### src/rtl/seg_xlate_pkg.sv
package seg_xlate_pkg;

   typedef enum logic [2:0] {
      FS_IDLE,
      FS_LO_REQ,
      FS_LO_WAIT,
      FS_HI_REQ,
      FS_HI_WAIT
   } fetch_st_e;

   typedef struct packed {
      logic [31:0] base;
      logic [19:0] limit;
      logic        gran;
   } seg_desc_t;

   // Gather the scattered fields of an 8-byte descriptor.
   function automatic seg_desc_t unpack_desc(input logic [31:0] lo, input logic [31:0] hi);
      seg_desc_t d;
      d.base  = {hi[31:24], hi[7:0], lo[31:16]};
      d.limit = {hi[19:16], lo[15:0]};
      d.gran  = hi[23];
      return d;
   endfunction

endpackage

### src/rtl/seg_real_calc.sv
module seg_real_calc #(
   parameter int SEG_W  = 16,
   parameter int REAL_W = 20,
   parameter int OUT_W  = 32
) (
   input  logic [SEG_W-1:0] seg,
   input  logic [OUT_W-1:0] off,
   output logic [OUT_W-1:0] linear
);
   localparam int SHIFT = REAL_W - SEG_W;

   logic [REAL_W-1:0] seg_ext;
   logic [REAL_W-1:0] off_ext;
   logic [REAL_W-1:0] sum;

   always_comb begin
      seg_ext = REAL_W'(seg) << SHIFT;
      off_ext = REAL_W'(off[SEG_W-1:0]);
      sum     = seg_ext + off_ext;
      linear  = OUT_W'(sum);
   end
endmodule

### src/rtl/seg_limit_chk.sv
module seg_limit_chk
   import seg_xlate_pkg::*;
#(
   parameter int ADDR_W    = 32,
   parameter int PAGE_BITS = 12,
   parameter bit GRAN_EN   = 1'b1
) (
   input  seg_desc_t         desc,
   input  logic [ADDR_W-1:0] off,
   output logic [ADDR_W-1:0] linear,
   output logic              fault
);
   logic [ADDR_W-1:0] eff_limit;

   generate
      if (GRAN_EN) begin : g_gran
         always_comb begin
            if (desc.gran) eff_limit = ADDR_W'({desc.limit, {PAGE_BITS{1'b1}}});
            else           eff_limit = ADDR_W'(desc.limit);
         end
      end else begin : g_byte
         always_comb eff_limit = ADDR_W'(desc.limit);
      end
   endgenerate

   always_comb begin
      fault  = off > eff_limit;
      linear = fault ? '0 : desc.base + off;
   end
endmodule

### src/rtl/seg_desc_fetch.sv
module seg_desc_fetch
   import seg_xlate_pkg::*;
#(
   parameter int ADDR_W = 32,
   parameter int SEL_W  = 16,
   parameter int WORD_B = 4
) (
   input  logic              clk,
   input  logic              rst_n,
   input  logic              start,
   input  logic [SEL_W-1:0]  sel,
   input  logic [ADDR_W-1:0] gdt_base,
   input  logic [ADDR_W-1:0] ldt_base,
   output logic              idle,
   output logic              mem_valid,
   input  logic              mem_ready,
   output logic [ADDR_W-1:0] mem_addr,
   input  logic              mem_rvalid,
   input  logic [31:0]       mem_rdata,
   output logic              done,
   output logic [31:0]       desc_lo
);
   localparam int TI_BIT  = 2;
   localparam int IDX_LSB = 3;

   fetch_st_e         state;
   logic [ADDR_W-1:0] addr_q;
   logic [ADDR_W-1:0] tbl_base;
   logic [SEL_W-1:0]  idx_bytes;

   always_comb begin
      tbl_base  = sel[TI_BIT] ? ldt_base : gdt_base;
      idx_bytes = {sel[SEL_W-1:IDX_LSB], {IDX_LSB{1'b0}}};
   end

   always_ff @(posedge clk or negedge rst_n) begin
      if (!rst_n) begin
         state   <= FS_IDLE;
         addr_q  <= '0;
         desc_lo <= '0;
      end else begin
         case (state)
            FS_IDLE: if (start) begin
               addr_q <= tbl_base + ADDR_W'(idx_bytes);
               state  <= FS_LO_REQ;
            end
            FS_LO_REQ:  if (mem_ready) state <= FS_LO_WAIT;
            FS_LO_WAIT: if (mem_rvalid) begin
               desc_lo <= mem_rdata;
               addr_q  <= addr_q + ADDR_W'(WORD_B);
               state   <= FS_HI_REQ;
            end
            FS_HI_REQ:  if (mem_ready) state <= FS_HI_WAIT;
            FS_HI_WAIT: if (mem_rvalid) state <= FS_IDLE;
            default:    state <= FS_IDLE;
         endcase
      end
   end

   always_comb begin
      idle      = state == FS_IDLE;
      mem_valid = (state == FS_LO_REQ) || (state == FS_HI_REQ);
      mem_addr  = addr_q;
      done      = (state == FS_HI_WAIT) && mem_rvalid;
   end

   // a pending read request holds its address until taken
   a_r4_req_hold: assert property (@(posedge clk) disable iff (!rst_n)
      mem_valid && !mem_ready |=> mem_valid && $stable(mem_addr));

   // the high-word read follows the low-word read by one word
   a_r4_hi_step: assert property (@(posedge clk) disable iff (!rst_n)
      (state == FS_LO_WAIT) && mem_rvalid |=> mem_addr == $past(mem_addr) + ADDR_W'(WORD_B));
endmodule

### src/rtl/seg_xlate.sv
module seg_xlate
   import seg_xlate_pkg::*;
#(
   parameter int ADDR_W  = 32,
   parameter int SEL_W   = 16,
   parameter int REAL_W  = 20,
   parameter bit GRAN_EN = 1'b1
) (
   input  logic              clk,
   input  logic              rst_n,
   input  logic              req_valid,
   output logic              req_ready,
   input  logic              req_prot,
   input  logic [SEL_W-1:0]  req_sel,
   input  logic [ADDR_W-1:0] req_off,
   input  logic [ADDR_W-1:0] gdt_base,
   input  logic [ADDR_W-1:0] ldt_base,
   output logic              mem_valid,
   input  logic              mem_ready,
   output logic [ADDR_W-1:0] mem_addr,
   input  logic              mem_rvalid,
   input  logic [31:0]       mem_rdata,
   output logic              rsp_valid,
   output logic [ADDR_W-1:0] rsp_linear,
   output logic              rsp_fault
);
   generate
      if (ADDR_W != 32) begin : g_bad_addr
         $error("seg_xlate: descriptor format needs ADDR_W of 32");
      end
      if (REAL_W <= SEL_W || REAL_W > ADDR_W) begin : g_bad_real
         $error("seg_xlate: REAL_W must exceed SEL_W and fit in ADDR_W");
      end
      if (SEL_W < 4) begin : g_bad_sel
         $error("seg_xlate: selector too narrow");
      end
   endgenerate

   logic              accept;
   logic              start;
   logic              fetch_idle;
   logic              fetch_done;
   logic [31:0]       desc_lo;
   logic [ADDR_W-1:0] off_q;
   logic [ADDR_W-1:0] real_lin;
   logic [ADDR_W-1:0] prot_lin;
   logic              prot_fault;
   seg_desc_t         desc;

   always_comb begin
      req_ready = fetch_idle;
      accept    = req_valid && req_ready;
      start     = accept && req_prot;
      desc      = unpack_desc(desc_lo, mem_rdata);
   end

   seg_real_calc #(.SEG_W(SEL_W), .REAL_W(REAL_W), .OUT_W(ADDR_W)) i_real (
      .seg    (req_sel),
      .off    (req_off),
      .linear (real_lin)
   );

   seg_desc_fetch #(.ADDR_W(ADDR_W), .SEL_W(SEL_W)) i_fetch (
      .clk        (clk),
      .rst_n      (rst_n),
      .start      (start),
      .sel        (req_sel),
      .gdt_base   (gdt_base),
      .ldt_base   (ldt_base),
      .idle       (fetch_idle),
      .mem_valid  (mem_valid),
      .mem_ready  (mem_ready),
      .mem_addr   (mem_addr),
      .mem_rvalid (mem_rvalid),
      .mem_rdata  (mem_rdata),
      .done       (fetch_done),
      .desc_lo    (desc_lo)
   );

   seg_limit_chk #(.ADDR_W(ADDR_W), .GRAN_EN(GRAN_EN)) i_limit (
      .desc   (desc),
      .off    (off_q),
      .linear (prot_lin),
      .fault  (prot_fault)
   );

   always_ff @(posedge clk or negedge rst_n) begin
      if (!rst_n) begin
         off_q      <= '0;
         rsp_valid  <= 1'b0;
         rsp_linear <= '0;
         rsp_fault  <= 1'b0;
      end else begin
         rsp_valid <= 1'b0;
         if (start) off_q <= req_off;
         if (accept && !req_prot) begin
            rsp_valid  <= 1'b1;
            rsp_linear <= real_lin;
            rsp_fault  <= 1'b0;
         end else if (fetch_done) begin
            rsp_valid  <= 1'b1;
            rsp_linear <= prot_lin;
            rsp_fault  <= prot_fault;
         end
      end
   end

   // real-mode answer in the next cycle, with no memory traffic
   a_r2_real_next: assert property (@(posedge clk) disable iff (!rst_n)
      accept && !req_prot |=> rsp_valid && !mem_valid);

   // real mode never faults
   a_r1_real_no_fault: assert property (@(posedge clk) disable iff (!rst_n)
      accept && !req_prot |=> !rsp_fault);

   // a faulting response carries no address
   a_r7_fault_zero: assert property (@(posedge clk) disable iff (!rst_n)
      rsp_valid && rsp_fault |-> rsp_linear == '0);

   // a protected request closes the request port
   a_r8_busy: assert property (@(posedge clk) disable iff (!rst_n)
      start |=> !req_ready);

   // every response finds the unit idle again
   a_r8_rsp_idle: assert property (@(posedge clk) disable iff (!rst_n)
      rsp_valid |-> req_ready);
endmodule

### config.mk
export PLATFORM = sky130hd
export DESIGN_NAME = seg_xlate
export DESIGN_NICKNAME = d
export VERILOG_FILES = /design/src/rtl/seg_xlate_pkg.sv /design/src/rtl/seg_real_calc.sv /design/src/rtl/seg_limit_chk.sv /design/src/rtl/seg_desc_fetch.sv /design/src/rtl/seg_xlate.sv
export SDC_FILE = /design/constraint.sdc
export NUM_CORES = 1
export LEC_CHECK = 0
export BUFFER_PORTS_ARGS = -buffer_cell sky130_fd_sc_hd__buf_2
export CELL_PAD_IN_SITES_DETAIL_PLACEMENT = 1
export CELL_PAD_IN_SITES_GLOBAL_PLACEMENT = 1
export CORE_ASPECT_RATIO = 0.9
export CORE_UTILIZATION = 41
export DETAILED_ROUTE_END_ITERATION = 10
export MAX_ROUTING_LAYER = met4
export PLACE_DENSITY = 0.86
export SYNTH_ARGS = -nofsm -noshare
export SYNTH_HDL_FRONTEND = slang
export SYNTH_SLANG_ARGS = --single-unit
### constraint.sdc
create_clock -name clk -period 3.6 [get_ports clk]
set_input_delay 1.08 -clock clk [delete_from_list [all_inputs] [get_ports clk]]
set_output_delay 1.08 -clock clk [all_outputs]
set_load 0.005 [all_outputs]
; ---- Yosys cells after proc, flatten, opt, wreduce, memory -nomap -nowiden
; Cells that the tools add are included.
[word_totals]
regBits = 133
out_inout_bits = 68
wordCells = 51
[classes]
n_mux = 18
add_sub_neg = 4
n_eq_ne = 9
magnitude_cmp = 1
reduce_logical = 12
[ops]
columns = op, n
row1 = 32-bit two-way mux, 7
row2 = 32-bit one-hot mux with 2 select lines, 1
row3 = 32-bit by 16-bit adder with 32-bit output, 1
row4 = "32-bit by 3-bit adder with 32-bit output, second input constant", 1
row5 = 32-bit adder, 1
row6 = 32-bit > comparator, 1
row7 = 20-bit by 16-bit adder with 20-bit output, 1
row8 = 3-bit two-way mux, 5
row9 = 3-bit one-hot mux with 5 select lines, 1
row10 = "2-bit != test, second input constant", 4
row11 = "3-bit by 2-bit == test with 1-bit output, second input constant", 2
row12 = 5-bit AND reduction, 1
row13 = 1-bit logical AND, 4
row14 = 1-bit two-way mux, 4
row15 = 2-bit nonzero test, 2
row16 = "3-bit by 1-bit == test with 1-bit output, second input constant", 1
row17 = "3-bit == test, second input constant", 1
row18 = 3-bit logical NOT, 1
row19 = 3-bit AND reduction, 1
row20 = "2-bit by 1-bit != test with 1-bit output, second input constant", 1
row21 = 2-bit AND reduction, 1
row22 = 1-bit logical NOT, 1
row23 = 1-bit logical OR, 1

; ---- Longest topological paths before layout
; Gate-level depths: netlist of run 1.
[logic_depth]
depth_word = 5
ltp_mapped = 14
depth_no_buf = 11

; ---- Hierarchy
; Synthesis of run 1 repeated with hierarchy kept, for this count alone.
[hier_totals]
hier_cells = 1288
area_unflattened_um2 = 11507.3
[modules_own_cells]
columns = module, instances, cells_per_inst, area_per_inst_um2
row1 = seg_desc_fetch, 1, 577, 4690.7
row2 = seg_xlate, 1, 178, 3111.7
row3 = seg_limit_chk, 1, 412, 2790.2
row4 = seg_real_calc, 1, 121, 914.6

; ---- Worst setup path after synthesis of run 1
; OpenSTA, ideal clock, no wires.
[synth_timing]
path_type = input to register
startpoint = input req_sel[2]
endpoint = register i_fetch.addr_q[24] (netlist: i_fetch.mem_addr[24])
slack_ns = -0.757
stages = 14
n_path_buf = 4
arrival_ns = 4.268
required_time_ns = 3.510
path_cell_list = buf_6 -> buf_2 -> buf_1 -> buf_2 -> mux2_2 -> ha_1 -> a21o_1 -> a221oi_2 -> nor2_1 -> a21oi_1 -> a21oi_1 -> nor2b_1 -> or3_1 -> o2111ai_1
[synth_between]
elab_chain_len = 4
[synth_lines]
columns = element, line_no
row1 = start: declaration, seg_xlate.sv:14  ; input logic [SEL_W-1:0] req_sel,
row2 = 32-bit two-way mux, seg_desc_fetch.sv:32  ; tbl_base = sel[TI_BIT] ? ldt_base : gdt_base;
row3 = 32-bit by 16-bit adder with 32-bit output, seg_desc_fetch.sv:44  ; addr_q <= tbl_base + ADDR_W'(idx_bytes);
row4 = 32-bit two-way mux, seg_desc_fetch.sv:43  ; FS_IDLE: if (start) begin
row5 = 32-bit one-hot mux with 2 select lines, seg_desc_fetch.sv:42  ; case (state)
row6 = end signal: assignment, seg_desc_fetch.sv:44
row7 = end signal: assignment, seg_desc_fetch.sv:50  ; addr_q <= addr_q + ADDR_W'(WORD_B);
row8 = end: declaration, seg_desc_fetch.sv:27  ; logic [ADDR_W-1:0] addr_q;
; No other way between the ends. The select of a mux whose other input is x is not followed.
; A chain may end at the register's enable or synchronous reset.

; ---- Worst setup path in the final report of run 1
[layout_timing]
startpoint = input req_sel[2]
endpoint = register i_fetch.addr_q[26] (netlist: i_fetch.mem_addr[26])
; The elaborated chain is that of the path after synthesis.

==> flow_summary.ini, run 1 <==
[outcome]
status = finished, final reports clean

[final_layout]
instances_no_fill = 1803
num-fill-cells = 2986
synthToLayoutAreaGrowth_pct = 23.86
mostFrequentLayoutCell = nand2_1
drive_above_1_share = 0.2408
nNetsFinal = 1720
layout_common_cells = 287 x nand2_1, 216 x buf_2, 133 x dfrtp_1
final_util = 0.5162

[critical_path]
ff2ff_setup_slack_ps = 450
worst_r2r_endpoint = rsp_linear[22]
critPathLaunchType = input port
critPathTopFamily = compound AO/OA/AOI/OAI gates
crit_buf_inv = 1
regToRegStartpoint = i_fetch.desc_lo[16]
crit_arrival_ps = 3730
cp_slowest_cell = a2111oi_4
crit_fanout = 12
rr_worst_depth = 10
slowest_delay_ps = 480
cp-end-kind = flop
critical_path_required_ps = 3900
worstSetupPathType = in -> reg
crit_chain = buf_2 > mux2_2 > ha_1 > a21o_1 > a21oi_1 > o21ai_1 > a21oi_2 > a2111oi_4 > nand2b_1 > xnor2_1 > o221ai_1

[synth]
synthFlopType = dfrtp_1
yosysSeqAreaShare = 0.3292
synth_nets = 1478
synthDistinctLibCells = 74
ys_seq_elements = 133
syn_inst = 1236
synth_edf_count = 0
synthTopCellsByArea = dfrtp_1 33%, ha_1 11%, nand2_1 11%, a21oi_1 4.8%, o21ai_0 3.6%
synth_top_area_frac = 0.3292
yosysTopAreaCell = dfrtp_1
synth_area_per_cell_um2 = 8.179
async_flop_share = 1.000
syn_area_um2 = 10110
yosys_warnings = 0

[placed_design]
place_congestion = 0.9451
dp_hpwl_mm = 29.70
portBuffers = 217
post-place-cells = 1766

[clock_tree]
cts.clk_slew.worst_paths_ps = 60
numClockSinks = 133
cts-root-buf = clkbuf_16
tritoncts = done
ctsHtreeMaxLevel = 4
cts_inserted_buffers = 17
cts_max_path_buffers = 2
clock_latency_ps = 450

[sta]
worst_pin_slew_ps = 673.3
final.min_clock_period_ps = 3437
slew_headroom = 0.5512
fin_skew_ps = 11.45
fin_setup_tns_ps = 0
clock.fmax_mhz = 290.9
final_hold_viol_count = 0
fin_crit_sh = 0.9548
rsz0062_at_grt = no
setup_viol = 0
slew_viol_final = 0

[hold_path]
min_path_cells = 2
min_path_type = reg -> reg
min_from = rsp_linear[24]
min_to = rsp_linear[24]

[route]
drt_iter0_markers = 704
routed_wl_mm = 38.06
vias = 10570
wire_per_inst_um = 21.11
viasPerCell = 5.861
first_pass_iters = 5
drc_errors = 0
antenna_left = 0

[pwr]
p_per_area_nw_per_um2 = 802.6
leakage_uw = 0.006186
ir_worst_vdd_mv = 0.4336

[global_routing]
grt_pass1_wl_mm = 59.68
grt.total_usage = 0.3158
antenna_found_initial = 4
overflow = 0
grt_max_degree = 51
grt_pass1_vias = 11000

[die]
rows = 54
core-area_um2 = 24260
die_w_um = 167.5
pin_count = 218
design.die.area_um2 = 25290
initial_core_util = 0.4168
die_y_um = 151.0

[job]
cap_violations = 0
synth_stat cells, types with 5 or more instances:
cell      count
mux2_2       14
xnor2_1      36
o31ai_1       5
o21ai_0      72
o21a_1        8
ha_1         89
nand3b_1      6
o211ai_1      5
and3_1       15
nand4_1      21
mux2i_1      24
o221ai_1      9
a221oi_1      6
a31oi_1      14
nand2_1     288
nor2b_1       8
clkbuf_1     39
buf_1         6
buf_2         6
a21o_1       30
nor3_1       21
inv_1        28
nand3_1      41
a22oi_1      11
nor2_1       69
a211oi_1      6
o21bai_1     13
xor2_1       33
o22ai_1       7
a21oi_1      96
dfrtp_1     133
or3_1         5
registers in the layout, indices dropped and copies added (netlist names):
signal	cells
i_fetch.mem_addr	32
rsp_valid	1
rsp_linear	32
i_fetch.state	3
i_fetch.desc_lo	32
off_q	32
rsp_fault	1
cell type report:
cell class / instances / area (um^2) / area share
sequential: 133 / 3328 / 0.2658
clock inverter: 14 / 126.4 / 0.01009
tap: 308 / 385.4 / 0.03078
inverter: 28 / 105.1 / 0.008393
clock buffer: 18 / 439.2 / 0.03507
timing repair buffer: 277 / 1555 / 0.1242
antenna: 4 / 10.01 / 0.0007994
multi-input combinational: 1021 / 6573 / 0.5249
metal layers:
metal	up-vias	GRT usage	part of all wire
met2	371	0.5365	0.49
met4	0	0.1399	0.040
met1	5206	0.3712	0.42
met5	-	-	0
met3	97	0.05122	0.055
li1	4893	-	-
worst max path at each step:
| stage | startpoint | cells after the start | slack [ps] | end |
|---|---|---|---|---|
| global route | req_sel[2] | 12 | 9 | i_fetch.mem_addr[25] |
| detailed placement | req_sel[2] | 12 | -330 | i_fetch.mem_addr[27] |
| floorplan | req_sel[2] | 14 | -50 | i_fetch.mem_addr[26] |
| CTS | req_sel[2] | 12 | 120 | i_fetch.mem_addr[25] |
| global placement | req_sel[2] | 12 | -200 | i_fetch.mem_addr[27] |
| finish | req_sel[2] | 11 | 160 | i_fetch.mem_addr[26] |
worst min-delay path, stage by stage (launching register included):
cell,delay (ps)
dfrtp_1,330
nand2_1,40
o21ai_0,60
per-stage QoR:
step	hold slack [ps]	total power (uW)	setup slack [ps]	area [um^2]
floorplan	452.3	6152	-46.43	10260
global route	506.0	10760	9.218	12520
CTS	477.5	10030	115.9	12500
global placement	457.4	7926	-201.8	11930
finish	470.8	10050	162.8	12520
detailed placement	464.6	8210	-327.2	11930
kinds of logic (layout without fill, tap and decap cells):
logic type                 after synthesis  count (layout)  synth area share
AOI/OAI and AO/OA                      311             311            0.1936
xor gates and xnor gates                69              69           0.05978
adders and majority gates               92              92            0.1161
buffers and inverters                   82             337           0.03304
DFF                                    133             133            0.3292
muxes                                   38              38           0.03936
other                                    0               4                 0
and+or+nand+nor                        511             511            0.2290
where the power goes:
part           leakage [uW]  switching [uW]  total, uW  internal (uW)
clock              0.000265             753       1720            971
combinational       0.00428            3120       5350           2220
sequential          0.00164             793       2980           2190
total               0.00619            4670      10100           5380
what timing repair did:
action,in CTS,in global routing
hold buffers,0,0
gates resized for setup,0,1
endpoints found under the setup margin,0,6
buffers inserted,0,1
No activity file was read; power rests on OpenSTA's default activity.
==> inputs of run 2 (changes only) <==
CORE_UTILIZATION = 37   (was 41)
PLACE_DENSITY = 0.83   (was 0.86)
clock period = 3 ns   (was 3.6 ns; I/O delays follow)
==> run 2 against run 1 <==
Compared with the run above:
- the run now ends with negative setup slack left
- die area up 11%
- critical path depth up 3
- sequential cell count unchanged
- clock power up 35%
- cell count up 6.4%
- via count up 3.5%
- highest routed layer unchanged
==> flow_summary.ini, run 2 (synthesized netlist as in run 1, its figures left out) <==
[pwr]
leakage_uw = 0.006635
p_per_area_nw_per_um2 = 965.4
ir_worst_vdd_mv = 0.4525

[route]
first_pass_iters = 5
drc_errors = 0
routed_wl_mm = 40.55
wire_per_inst_um = 21.14
antenna_left = 0
drt_iter0_markers = 654
vias = 10930
viasPerCell = 5.700

[global_routing]
grt_pass1_wl_mm = 62.48
antenna_found_initial = 5
grt_max_degree = 60
grt_pass1_vias = 11410
grt.total_usage = 0.2937
overflow = 0

[sta]
worst_pin_slew_ps = 861.7
fin_crit_sh = 1.008
fin_setup_tns_ps = -31.03
rsz0062_at_grt = yes
final.min_clock_period_ps = 3023
final_hold_viol_count = 0
whs_ps = 312.6
slew_headroom = 0.4234
fin_ws_ps = -23.03
setup_viol = 3
fin_skew_ps = 16.44
slew_viol_final = 0
clock.fmax_mhz = 330.8

[critical_path]
slowest_delay_ps = 280
critical_path_required_ps = 3350
worstSetupPathType = in -> reg
crit_chain = clkbuf_4 > buf_4 > mux2i_1 > ha_1 > a21o_1 > a21o_1 > a21oi_2 > o21ai_2 > a21oi_2 > a21bo_1 > buf_12 > nand2_2 > buf_4 > o21ai_1
crit_fanout = 12
crit_arrival_ps = 3370
cp_slowest_cell = ha_1
critPathLaunchType = input port
cp-end-kind = flop

[placed_design]
place_congestion = 0.9580
post-place-cells = 1875
dp_hpwl_mm = 30.92
portBuffers = 217
dp_slack_ps = -582.3

[die]
die_w_um = 176.2
pin_count = 218
core-area_um2 = 26890
die_y_um = 158.8
design.die.area_um2 = 27990
rows = 57
initial_core_util = 0.3760

[outcome]
status = finished with violations
violations = negative setup slack

[final_layout]
instances_no_fill = 1918
synthToLayoutAreaGrowth_pct = 33.16
layout_common_cells = 286 x nand2_1, 214 x buf_2, 133 x dfrtp_1
drive_above_1_share = 0.2938
nNetsFinal = 1788
mostFrequentLayoutCell = nand2_1

[clock_tree]
hold_buffers = 0
numClockSinks = 133
tritoncts = done
cts_inserted_buffers = 17
cts_max_path_buffers = 2
clock_latency_ps = 440
cts-root-buf = clkbuf_16
ctsHtreeMaxLevel = 4
cts.clk_slew.worst_paths_ps = 70

[job]
cap_violations = 0

[hold_path]
min_path_type = in -> async
-- run 2: cell types whose count changed in the layout (fill, tap and decap cells not counted), sizes merged --
cell / change
buf: +67
bufinv: +3
diode: +1
clkinvlp: -4
clkbuf: +3
clkinv: +2
inv: -3
-- run 2: cell type report --
type,instances,area (um^2)
repair buffers,345,2118
clock buffers,20,456.7
well taps,354,442.9
fillers,3263,13430
diodes,5,12.51
multi-input cells,1021,6820
inverters,28,105.1
flip-flops and latches,133,3328
clock inverters,12,177.7
-- run 2: worst paths after layout --
| path | depth (start not counted) | slack (ps) | startpoint | to |
|---|---|---|---|---|
| max | 14 | -20 | mem_rdata[23] | rsp_linear[4] |
| min | 1 | 310 | rst_n | i_fetch.mem_addr[26] |
| max reg2reg | 11 | 30 | i_fetch.desc_lo[16] | rsp_linear[22] |
| min reg2reg | 2 | 470 | rsp_linear[31] | rsp_linear[31] |
| max in group asynchronous | 2 | 2000 | rst_n | i_fetch.desc_lo[0] |
| min in group clk | 2 | 470 | rsp_linear[31] | rsp_linear[31] |
-- run 2: timing repair --
action / 4_1_cts / 5_1_grt
pin swaps: 6 / 22
setup endpoints to repair: 41 / 38
setup buffers: 2 / 5
gates resized for setup: 10 / 44
-- run 2: metrics by stage --
| stage | total power [uW] | util | area (um^2) |
|---|---|---|---|
| 2_1_floorplan | 7431 | - | 10330 |
| 3_3_place_gp | 9830 | 0.4654 | 12510 |
| 3_5_place_dp | 10180 | 0.4654 | 12510 |
| 4_1_cts | 12660 | 0.4907 | 13190 |
| 5_1_grt | 13840 | 0.5007 | 13460 |
| 6_report | 13000 | 0.5007 | 13460 |
-- run 2: power by group --
group	switching, uW	internal [uW]	total (uW)
clock	880	1440	2320
combinational	4080	3050	7130
sequential	929	2620	3550
total	5880	7110	13000
-- run 2: per-layer routing --
metal  GRT usage  share of wire
met5           -              0
met4     0.09605          0.032
met3     0.04119          0.044
met2      0.4624           0.47
met1      0.3866           0.45
-- run 2: worst max-delay path, delay by kind of cell --
kind	cells	cell delay [ps]
AND/OR/NAND/NOR	1	70
buffers and inverters	4	640
multiplexers	1	210
adder cells (fa/ha/maj)	1	280
AO/OA/AOI/OAI	7	1260
==> inputs of run 3 (changes only) <==
PLACE_DENSITY = 0.75   (was 0.83)
==> run 3 against run 2 <==
Compared with the run above:
- the flow now finishes without violations
- clock-buffer cell count increased by 4
- non-clock buffer count is 14 higher
- maximum frequency up 4.4%
- critical path depth is 1 lower
- clock skew down 3.0 ps
- register-to-register slack gained 100 ps
- final area is 0.79% lower
- first-iteration DRC count is 11% higher
- combinational power decreased by 1%
- via count down 1.6%
- cell count grew 0.63%
- global-route usage fell by 0.32 points
- critical path type unchanged
- largest power group unchanged
==> flow_summary.ini, run 3 (synthesized netlist as in run 1, its figures left out) <==
[sta]
slew_viol_final = 0
setup_viol = 0
fin_ws_ps = 104.4
fin_skew_ps = 13.46
worst_pin_slew_ps = 842.6
whs_ps = 385.5
rsz0062_at_grt = yes
final_hold_viol_count = 0
fin_crit_sh = 0.9652
clock.fmax_mhz = 345.3
final.min_clock_period_ps = 2896
slew_headroom = 0.4383

[critical_path]
critPathLaunchType = input port
slowest_delay_ps = 340
worstSetupPathType = in -> reg
crit_fanout = 7
crit_arrival_ps = 3200
crit_chain = buf_8 > buf_4 > mux2_4 > ha_4 > a21o_1 > a221oi_4 > nor2_2 > a21oi_2 > a21oi_2 > buf_4 > nand3_1 > xor2_1 > o221ai_1
cp-end-kind = flop
ff2ff_setup_slack_ps = 130
critical_path_required_ps = 3300
critPathTopFamily = compound AO/OA/AOI/OAI gates
crit_buf_inv = 3
cp_slowest_cell = a221oi_4

[pwr]
switchingPower_uw = 5719
p_per_area_nw_per_um2 = 945.8
ir_worst_vdd_mv = 0.5371
intPower_uw = 6912
clkPwrFrac = 0.163
leakage_uw = 0.006615
p_comb_frac = 0.558
switching_share = 0.4527
pwr-share-seq = 0.279

[final_layout]
synthToLayoutAreaGrowth_pct = 32.10
drive_above_1_share = 0.2893
instances_no_fill = 1930
nNetsFinal = 1802
finalInstanceArea_um2 = 13360
layout_common_cells = 286 x nand2_1, 214 x buf_2, 137 x buf_4
num-fill-cells = 3284
mostFrequentLayoutCell = nand2_1

[clock_tree]
ctsHtreeMaxLevel = 4
numClockSinks = 133
cts-root-buf = clkbuf_16
cts_inserted_buffers = 17
cts.clk_slew.worst_paths_ps = 70
hold_buffers = 0
tritoncts = done
cts_max_path_buffers = 2
clock_latency_ps = 430

[job]
cap_violations = 0

[placed_design]
portBuffers = 217
dp_slack_ps = -611.7
dp_hpwl_mm = 30.67
place_congestion = 0.9418
post-place-cells = 1892
place_area_um2 = 12670

[die]
initial_core_util = 0.3760
pin_count = 218
rows = 57
die_w_um = 176.2
design.die.area_um2 = 27990
core-area_um2 = 26890
die_y_um = 158.8

[route]
topRoutingLayerUsed = met4
drt_iter0_markers = 726
wire_per_inst_um = 20.14
drc_errors = 0
vias = 10760
routed_wl_mm = 38.86
viasPerCell = 5.574
antenna_left = 0
dr_wl_met3_mm = 2.201
first_pass_iters = 5
route.met2.wl_mm = 17.89
wirelength_met1_mm = 17.72

[global_routing]
grt_max_degree = 52
grt_pass1_wl_mm = 61.73
antenna_found_initial = 3
overflow = 0
grt_pass1_vias = 11190
grt.total_usage = 0.2905

[outcome]
status = finished, final reports clean

[hold_path]
min_path_type = in -> async
run 3: changes by cell type in the layout (fill, tap and decap cells not counted), sizes merged:
| cell | previous run | this run |
|---|---|---|
| clkinvlp | 1 | 4 |
| bufinv | 4 | 1 |
| diode | 5 | 3 |
| buf | 344 | 359 |
| clkbuf | 21 | 24 |
| clkinv | 7 | 3 |
run 3: layer usage:
| layer | vias to the layer above | GRT usage |
|---|---|---|
| met5 | - | - |
| met4 | 0 | 0.09565 |
| met3 | 64 | 0.03879 |
| met2 | 337 | 0.4447 |
| met1 | 5302 | 0.3941 |
| li1 | 5054 | - |
run 3: path summary, 6_finish.rpt:
path	start	to	depth (start not counted)
worst max-delay path	req_sel[2]	i_fetch.mem_addr[20]	13
worst min-delay path	rst_n	rsp_linear[28]	1
worst max register to register	i_fetch.desc_lo[16]	rsp_linear[22]	11
worst min register to register	rsp_linear[31]	rsp_linear[31]	2
max in group asynchronous	rst_n	i_fetch.mem_addr[9]	2
min in group clk	rsp_linear[31]	rsp_linear[31]	2
run 3: repair_timing:
item / 4_1_cts / 5_1_grt
setup buffers: 0 / 3
pin swaps: 7 / 19
endpoints found under the hold margin: 0 / 0
gates resized for setup: 10 / 17
endpoints found under the setup margin: 46 / 35
run 3: layout make-up:
class / instances / area [um^2] / share of cell area
flip-flops and latches: 133 / 3328 / 0.2492
diodes: 3 / 7.507 / 0.0005621
multi-input cells: 1021 / 6669 / 0.4993
well taps: 354 / 442.9 / 0.03316
clock inverters: 8 / 75.07 / 0.005621
clock buffers: 24 / 481.7 / 0.03607
inverters: 28 / 105.1 / 0.007870
repair buffers: 359 / 2246 / 0.1682
run 3: metrics by stage:
stage	TNS [ps]	power (uW)	utilization
finish	0	12630	0.4967
global route	-33.13	13560	0.4967
CTS	0	12550	0.4932
detailed placement	-26770	10380	0.4711
global placement	-20690	10030	0.4711
floorplan	-7189	7431	-
run 3: power by group through the flow:
| stage | Combinational [uW] | Sequential (uW) | Clock, uW |
|---|---|---|---|
| floorplan | 4190 | 3240 | 0 |
| finish | 7050 | 3520 | 2060 |
| global placement | 6540 | 3490 | 0 |
| detailed placement | 6840 | 3540 | 0 |
| global route | 7800 | 3620 | 2140 |
| CTS | 6960 | 3520 | 2070 |
